==> src/rtl/irq_agg_pkg.sv <==
package irq_agg_pkg;
    localparam int DATA_W    = 16;
    localparam int NUM_EDGE  = 4;
    localparam int NUM_LEVEL = 7;
    localparam int NUM_SRC   = NUM_EDGE + NUM_LEVEL;
    localparam int LEVEL_LSB = 8;

    localparam logic [7:0] OFS_STATUS   = 8'h16;
    localparam logic [7:0] OFS_CURSTATE = 8'h18;
    localparam logic [7:0] OFS_MASK_SET = 8'h1A;
    localparam logic [7:0] OFS_MASK_CLR = 8'h1C;

    // compact source vector {level, edge} -> register layout
    function automatic logic [DATA_W-1:0] to_reg(input logic [NUM_SRC-1:0] v);
        logic [DATA_W-1:0] r;
        r = '0;
        r[NUM_EDGE-1:0] = v[NUM_EDGE-1:0];
        r[LEVEL_LSB +: NUM_LEVEL] = v[NUM_SRC-1:NUM_EDGE];
        return r;
    endfunction

    function automatic logic [NUM_SRC-1:0] from_reg(input logic [DATA_W-1:0] r);
        return {r[LEVEL_LSB +: NUM_LEVEL], r[NUM_EDGE-1:0]};
    endfunction
endpackage

==> src/rtl/irq_sync.sv <==
module irq_sync #(
    parameter int WIDTH  = 11,
    parameter int STAGES = 2
) (
    input  logic             clk,
    input  logic             rst_n,
    input  logic [WIDTH-1:0] din,
    output logic [WIDTH-1:0] dout
);
    logic [WIDTH-1:0] stg_q [STAGES];
    logic [WIDTH-1:0] stg_d [STAGES];

    always_comb begin
        stg_d[0] = din;
        for (int i = 1; i < STAGES; i++) begin
            stg_d[i] = stg_q[i-1];
        end
    end

    generate
        for (genvar g = 0; g < STAGES; g++) begin : g_stage
            always_ff @(posedge clk or negedge rst_n) begin
                if (!rst_n) stg_q[g] <= '0;
                else        stg_q[g] <= stg_d[g];
            end
        end
    endgenerate

    assign dout = stg_q[STAGES-1];
endmodule

==> src/rtl/irq_edge_bank.sv <==
module irq_edge_bank #(
    parameter int N = 4
) (
    input  logic         clk,
    input  logic         rst_n,
    input  logic         arm,
    input  logic [N-1:0] src,
    input  logic [N-1:0] clr,
    output logic [N-1:0] stat,
    output logic [N-1:0] pulse
);
    typedef struct packed {
        logic [N-1:0] prev;
        logic [N-1:0] stat;
    } bank_t;

    bank_t bank_d, bank_q;

    always_comb begin
        pulse       = arm ? (src ^ bank_q.prev) : '0;
        bank_d.prev = src;
        // a new transition outranks a clear in the same cycle
        bank_d.stat = (bank_q.stat & ~clr) | pulse;
    end

    always_ff @(posedge clk or negedge rst_n) begin
        if (!rst_n) bank_q <= '0;
        else        bank_q <= bank_d;
    end

    assign stat = bank_q.stat;
endmodule

==> src/rtl/irq_aggregator.sv <==
module irq_aggregator
    import irq_agg_pkg::*;
#(
    parameter int ADDR_W      = 8,
    parameter int SYNC_STAGES = 2
) (
    input  logic              clk,
    input  logic              rst_n,
    input  logic              reg_wr,
    input  logic [ADDR_W-1:0] reg_addr,
    input  logic [15:0]       reg_wdata,
    output logic [15:0]       reg_rdata,
    input  logic [3:0]        edge_src,
    input  logic [6:0]        level_src,
    input  logic              sd1_det,
    input  logic              ms1_det,
    input  logic              sd2_det,
    input  logic              ms2_det,
    input  logic              pmic_irq_in,
    output logic              card1_irq,
    output logic              card2_irq,
    output logic              pmic_irq_out,
    output logic              agg_irq
);
    localparam int ARM_LIM = SYNC_STAGES + 1;
    localparam int ARM_W   = $clog2(ARM_LIM + 1);

    typedef struct packed {
        logic [NUM_SRC-1:0] mask;
        logic [ARM_W-1:0]   arm_cnt;
    } top_state_t;

    top_state_t st_d, st_q;

    logic [NUM_SRC-1:0]   src_sync;
    logic [NUM_EDGE-1:0]  edge_sync;
    logic [NUM_LEVEL-1:0] lvl_sync;
    logic [NUM_EDGE-1:0]  edge_stat;
    logic [NUM_EDGE-1:0]  edge_pulse;
    logic [NUM_EDGE-1:0]  edge_clr;
    logic [NUM_SRC-1:0]   mask_cur;
    logic [NUM_SRC-1:0]   status_vec;
    logic                 armed;
    logic                 hit_status, hit_cur, hit_set, hit_clr;

    irq_sync #(.WIDTH(NUM_SRC), .STAGES(SYNC_STAGES)) u_sync (
        .clk   (clk),
        .rst_n (rst_n),
        .din   ({level_src, edge_src}),
        .dout  (src_sync)
    );

    assign edge_sync = src_sync[NUM_EDGE-1:0];
    assign lvl_sync  = src_sync[NUM_SRC-1:NUM_EDGE];

    assign hit_status = (reg_addr == ADDR_W'(OFS_STATUS));
    assign hit_cur    = (reg_addr == ADDR_W'(OFS_CURSTATE));
    assign hit_set    = (reg_addr == ADDR_W'(OFS_MASK_SET));
    assign hit_clr    = (reg_addr == ADDR_W'(OFS_MASK_CLR));

    assign edge_clr = (reg_wr && hit_status) ? reg_wdata[NUM_EDGE-1:0] : '0;
    assign armed    = (st_q.arm_cnt == ARM_W'(ARM_LIM));

    irq_edge_bank #(.N(NUM_EDGE)) u_edges (
        .clk   (clk),
        .rst_n (rst_n),
        .arm   (armed),
        .src   (edge_sync),
        .clr   (edge_clr),
        .stat  (edge_stat),
        .pulse (edge_pulse)
    );

    always_comb begin
        st_d = st_q;
        if (!armed) st_d.arm_cnt = st_q.arm_cnt + 1'b1;
        if (reg_wr && hit_set) st_d.mask = st_q.mask | from_reg(reg_wdata);
        if (reg_wr && hit_clr) st_d.mask = st_q.mask & ~from_reg(reg_wdata);
    end

    always_ff @(posedge clk or negedge rst_n) begin
        if (!rst_n) st_q <= '0;
        else        st_q <= st_d;
    end

    assign mask_cur   = st_q.mask;
    assign status_vec = {lvl_sync, edge_stat};

    always_comb begin
        reg_rdata = '0;
        if (hit_status)          reg_rdata = to_reg(status_vec);
        else if (hit_cur)        reg_rdata = 16'(edge_sync);
        else if (hit_set || hit_clr) reg_rdata = to_reg(mask_cur);
    end

    assign agg_irq      = |(status_vec & mask_cur);
    assign card1_irq    = sd1_det | ms1_det;
    assign card2_irq    = sd2_det | ms2_det;
    assign pmic_irq_out = pmic_irq_in;
endmodule

==> config.mk <==
export PLATFORM = sky130hd
export DESIGN_NAME = irq_aggregator
export DESIGN_NICKNAME = d
export VERILOG_FILES = /design/src/rtl/irq_agg_pkg.sv /design/src/rtl/irq_sync.sv /design/src/rtl/irq_edge_bank.sv /design/src/rtl/irq_aggregator.sv
export SDC_FILE = /design/constraint.sdc
export NUM_CORES = 1
export LEC_CHECK = 0
export ABC_AREA = 1
export CAP_MARGIN = 25
export CORE_ASPECT_RATIO = 0.8
export CORE_MARGIN = 1
export CORE_UTILIZATION = 46
export DETAILED_ROUTE_END_ITERATION = 10
export GPL_ROUTABILITY_DRIVEN = 0
export HOLD_SLACK_MARGIN = 0.1
export PLACE_DENSITY = 0.9
export SYNTH_ARGS = -nofsm -noshare
export SYNTH_HDL_FRONTEND = slang
export SYNTH_SLANG_ARGS = --single-unit
==> constraint.sdc <==
create_clock -name clk -period 1.3 [get_ports clk]
set_input_delay 0.26 -clock clk [delete_from_list [all_inputs] [get_ports clk]]
set_output_delay 0.26 -clock clk [all_outputs]
set_load 0.02 [all_outputs]
# After elaboration in Yosys (flattened, before gate mapping)
# Cells that the tools add are included.
dict set report word_totals {
  output_inout_bits 20
  latchBits 0
  mem_bits_ro 0
  elab_cells 35
  n_memories 0
  regBits 43
  in_bits 43
  ram_bits 0
}
dict set report classes {
  n_bitwise 10
  eq_ne 5
  add_sub_neg 1
  reduce_logical 6
  shift 0
  mul 0
  magnitude_cmp 0
  n_mux 7
  div_mod_pow 0
}
# cell count
set op_table {}
lappend op_table {{two-way mux 15 bit} 3}
lappend op_table {{== test 8 x 5 -> 1 bit, second input constant} 4}
lappend op_table {{AND 11 bit} 2}
lappend op_table {{two-way mux 11 bit} 2}
lappend op_table {{inverter 11 bit} 1}
lappend op_table {{OR 11 bit} 1}
lappend op_table {{OR reduction 11 bit} 1}
lappend op_table {{two-way mux 4 bit} 2}
lappend op_table {{AND 4 bit} 1}
lappend op_table {{inverter 4 bit} 1}
lappend op_table {{OR 4 bit} 1}
lappend op_table {{bitwise XOR 4 bit} 1}
lappend op_table {{logical AND 1 bit} 3}
lappend op_table {{adder 2 x 1 -> 2 bit, second input constant} 1}
lappend op_table {{== test 2 bit, second input constant} 1}
lappend op_table {{OR 1 bit} 2}
lappend op_table {{nonzero test 2 bit} 1}
lappend op_table {{logical OR 1 bit} 1}

# Logic depth before layout (Yosys ltp)
dict set report depth {
  depth_word 6
  ltp_mapped 8
}

# By module
# From an unflattened synthesis, not the netlist that was laid out.
dict set report unflattened {
  hier_cells 232
  area_unflattened_um2 1991.9
}
# module seq_area_each_um2 cells_each instances area_each_um2
set by_module_without_submodules {}
lappend by_module_without_submodules {irq_aggregator 325.3 162 1 1071.0}
lappend by_module_without_submodules {irq_sync 550.5 22 1 550.5}
lappend by_module_without_submodules {irq_edge_bank 200.2 48 1 370.4}

# Worst setup path after synthesis
# OpenSTA, ideal clock, no wires.
dict set report synth_path {
  kind {input to output}
  startpoint {input reg_addr[5]}
  endpoint {output reg_rdata[0]}
  required_time_ns 1.040
  cell_stages 7
  arrival_time_ns 0.999
  slack_ns 0.041
  n_path_buf 2
  cell_sequence {inv_2 nand2_1 nor2_2 buf_6 buf_4 nand3_1 nand3_1}
}
dict set report synth_between {
  elab_chain_len 5
  word_cells_on_any_way 8
  classes_between {4 x eq/ne; 3 x mux; 1 x reduce/logical}
}
# item line_no
set synth_lines {}
lappend synth_lines {{start: declaration} irq_aggregator.sv:10} ;# input logic [ADDR_W-1:0] reg_addr,
lappend synth_lines {{== test 8 x 5 -> 1 bit (on tied branches)} {irq_aggregator.sv:58, irq_aggregator.sv:59}}
lappend synth_lines {{logical OR 1 bit} irq_aggregator.sv:93} ;# else if (hit_set || hit_clr) reg_rdata = to_reg(mask_cur);
lappend synth_lines {{two-way mux 15 bit} irq_aggregator.sv:93}
lappend synth_lines {{two-way mux 15 bit} irq_aggregator.sv:92} ;# else if (hit_cur) reg_rdata = 16'(edge_sync);
lappend synth_lines {{two-way mux 15 bit (*)} irq_aggregator.sv:91} ;# if (hit_status) reg_rdata = to_reg(status_vec);
lappend synth_lines {{end: declaration} irq_aggregator.sv:12} ;# output logic [15:0] reg_rdata,
# Mark *: on every way between the ends. The rest lies on a longest branch, timed or not.

# Final worst setup path
dict set report layout_path {
  startpoint {register u_sync.stg_q (netlist bit u_sync.dout[6])}
  endpoint {output agg_irq}
}
dict set report layout_between {
  elab_chain_len 2
}
# item line_no
set layout_lines {}
lappend layout_lines {{start: declaration} irq_sync.sv:10} ;# logic [WIDTH-1:0] stg_q [STAGES];
lappend layout_lines {{start signal: indexed assignment} irq_sync.sv:24} ;# else stg_q[g] <= stg_d[g];
lappend layout_lines {{AND 11 bit} irq_aggregator.sv:96} ;# assign agg_irq = |(status_vec & mask_cur);
lappend layout_lines {{OR reduction 11 bit} irq_aggregator.sv:96}
lappend layout_lines {{end: declaration} irq_aggregator.sv:23} ;# output logic agg_irq
# No other way between the ends.

==> key figures <==
Finish
  – Layout Nets: 351
  – Synthesis-to-layout area growth: 73.9%
  – Share of post-route cells with drive strength above 1: 46.6%
  – Final antenna diode count: 0

Pwr
  – Power spent charging and discharging nets: 0.749 mW
  – Areal power density over the cells: 826 nW/um^2
  – Worst ir drop on vdd: 0.815 mV
  – Leakage component of the power: 1.58 nW
  – Switching share of total power: 26.5%
  – Part of the power in the clock network: 30.3%
  – Share of power burned in registers: 50.8%
  – Internal power of the cells: 2.08 mW
  – Proportion of power drawn by combinational gates: 18.9%

Logic synthesis
  – Number of instances in the synthesized netlist: 215
  – Yosys Warn Count: 0
  – Area of the mapped netlist: 1970 um^2
  – Unique masters post-synth: 19
  – Mean area per synthesized cell: 9.15 um^2
  – Flop and latch count out of synthesis: 43
  – Seq/Total Area, Yosys: 54.7%

Timing
  – Fin Hold WS: 0.338 ns
  – Setup repair after global routing missed its margin: yes
  – Hold violation total from the final report: 0
  – Clock Skews: 0.0119 ns
  – Achievable Freq: 0.602 GHz
  – Clock period minus final worst setup slack: 1.66 ns
  – Worst path setup slack after routing: -0.362 ns
  – Count of final setup violators: 12
  – Final number of max-transition violations: 0
  – Setup Total Neg Slack: -2.07 ns
  – Share of the cycle needed by the critical path after routing: 128%

Detailed routing
  – Vias: 2,153
  – Routed wirelength normalized by instance count: 20.9 um
  – WL final: 7.58 mm
  – Detailed-routing iteration count for the pre-antenna-repair pass: 5
  – Drt first-iter violations: 200
  – Remaining DRCs: 0
  – Antenna Violating Nets Remaining: 0
  – Via/cell ratio: 5.95

Floorplanning
  – Initial Util: 49.8%
  – Floorplan row count: 20
  – # IOs: 63
  – Chip Height: 60.5 um
  – Area inside the core boundary: 3950 um^2
  – Horizontal die dimension: 75.1 um
  – Die Footprint: 4550 um^2

Clock tree
  – CTS tree: yes
  – Clock sink total: 43
  – Clock-pin slew reported for the worst setup and hold paths after clock tree synthesis: 0.08 ns
  – CTS H-tree depth: 2
  – Insertion delay to the later sink of the worst-skew pair: 0.30 ns
  – Number of buffers on the longest clock path: 2
  – Clk Tree Root Cell: clkbuf_8
  – Number of buffers created by CTS: 5

Hold path
  – Worst Hold Path Cells: 0
  – Hold Crit Class: reg2reg

Setup path
  – Flop2flop setup slack: 0.21 ns
  – Critical path's slowest cell: dfrtp_1
  – Worst-path maximum fanout: 2
  – Critical path endpoint category: output pin
  – Count of buffering cells on the critical path with inverters included: 1
  – CP Cell Sequence: nand2_1, nand4_1, nor2_2, nand4_1, buf_2
  – Data arrival time of the critical path: 1.40 ns
  – Crit. path cell count: 5
  – Most used cell along the critical path: nand4_1
  – Family of cells with the greatest summed delay on the critical path: simple AND/OR/NAND/NOR gates
  – Required time of the critical path: 1.04 ns
  – CP max stage delay: 0.41 ns
  – Worst setup SP type: flop
  – Start-to-end type of the worst setup path: reg2out
  – Worst Reg-to-Reg Cells: 4

Global route
  – Vias in the first global route: 2,137
  – Wire length of the first global-routing pass: 10.7 mm
  – Total global routing overflow: 0
  – Pin count of the biggest net entering global routing: 29
  – Global-route total usage across every layer: 33.8%
  – Antenna violations before repair: 0

Flow run
  – # Max-Cap Violations: 0

Place
  – Detailed Place HPWL: 3.46 mm
  – Number of port buffers: 50

Run status
  – Violations in the final reports: negative setup slack
  – Result of the run: finished, violations left
## cell usage after synthesis
master / number / area [um^2]
nor2_4: 1 / 11.3
xnor2_1: 1 / 8.76
nand3_1: 31 / 155
nand2_1: 65 / 244
nand2_2: 2 / 12.5
buf_8: 1 / 15.0
inv_1: 5 / 18.8
dfrtp_1: 43 / 1080
buf_4: 10 / 75.1
ha_1: 1 / 12.5
buf_6: 3 / 33.8
nor2_1: 5 / 18.8
buf_2: 4 / 20.0
mux2_2: 1 / 11.3
nand4_1: 29 / 181
or2_2: 6 / 37.5
nor2_2: 4 / 25.0
conb_1: 1 / 3.75
inv_2: 2 / 7.51
## metal layers
layer / global-route usage [%] / vias up / share of wire (%)
met5: 0 / - / 0
met4: 18.0 / 0 / 5.4
met3: 9.63 / 48 / 9.6
met2: 55.2 / 181 / 48
met1: 41.2 / 1022 / 37
li1: - / 902 / -
## power by group through the flow
stage	logic [mW]	clock network (mW)	registers [mW]
after floorplan	0.153	0	1.44
after global placement	0.366	0	1.44
after detailed placement	0.378	0	1.45
after CTS	0.481	0.842	1.43
after global routing	0.558	0.922	1.44
final	0.534	0.857	1.44
## layout make-up
class                           instances  area (um^2)
Inverter                                7         51.3
Fill cell                             179          531
Tap cell                               55         68.8
Clock buffer                            6         82.6
Timing Repair Buffer                   99         1140
Clock inverter                          1         5.00
Multi-Input combinational cell        151         1000
Sequential cell                        43         1080
## kinds of logic after synthesis
kind of cell | Yosys count | share of synthesized area (%)
xor gates and xnor gates | 1 | 0.445
adders and majority gates | 1 | 0.636
buffers and inverters | 25 | 8.65
DFF | 43 | 54.7
muxes | 1 | 0.572
other | 1 | 0.191
and+or+nand+nor | 143 | 34.8
## stage by stage
stage / area, um^2 / instances / util [%] / total power [mW] / setup WS, ns
6_report: 3420 / 362 / 86.6 / 2.83 / -0.362
4_1_cts: 3290 / 360 / 83.2 / 2.75 / -0.267
5_1_grt: 3420 / 362 / 86.6 / 2.92 / -0.361
3_5_place_dp: 2670 / 331 / 67.4 / 1.83 / -0.967
3_3_place_gp: 2670 / 331 / 67.4 / 1.81 / -0.916
2_1_floorplan: 1980 / 219 / - / 1.60 / 0.0415
## path summary, 6_finish.rpt
check / start / to
max in group asynchronous: rst_n / u_sync.stg_d[3]$_DFF_PN0_
min reg2reg: u_sync.stg_d[4]$_DFF_PN0_ / u_sync.dout[4]$_DFF_PN0_
max reg2reg: u_sync.dout[3]$_DFF_PN0_ / u_edges.stat[3]$_DFF_PN0_
min in group asynchronous: rst_n / async pin
max: u_sync.dout[6]$_DFF_PN0_ / agg_irq
min: u_sync.stg_d[4]$_DFF_PN0_ / u_sync.dout[4]$_DFF_PN0_
## repair_timing
action	4_1_cts	5_1_grt
endpoints found under the hold margin	15	0
gates cloned	7	0
setup buffers	14	6
endpoints found under the setup margin	25	18
pin swaps	29	29
resized for setup	184	43
hold buffers	1	0
## cell usage in the layout (no fill, tap or decap), drive strengths merged
master,netlist,final
clkinv,0,2
or2,6,6
xnor2,1,1
dlygate4sd3,0,1
mux2,1,1
ha,1,1
inv,7,6
conb,1,5
clkdlybuf4s50,0,24
dlymetal6s2s,0,3
clkbuf,0,6
buf,18,71
nand2,67,67
dfrtp,43,43
nor2,10,10
nand3,31,31
nand4,29,29
(Power assumes the default switching activity.)
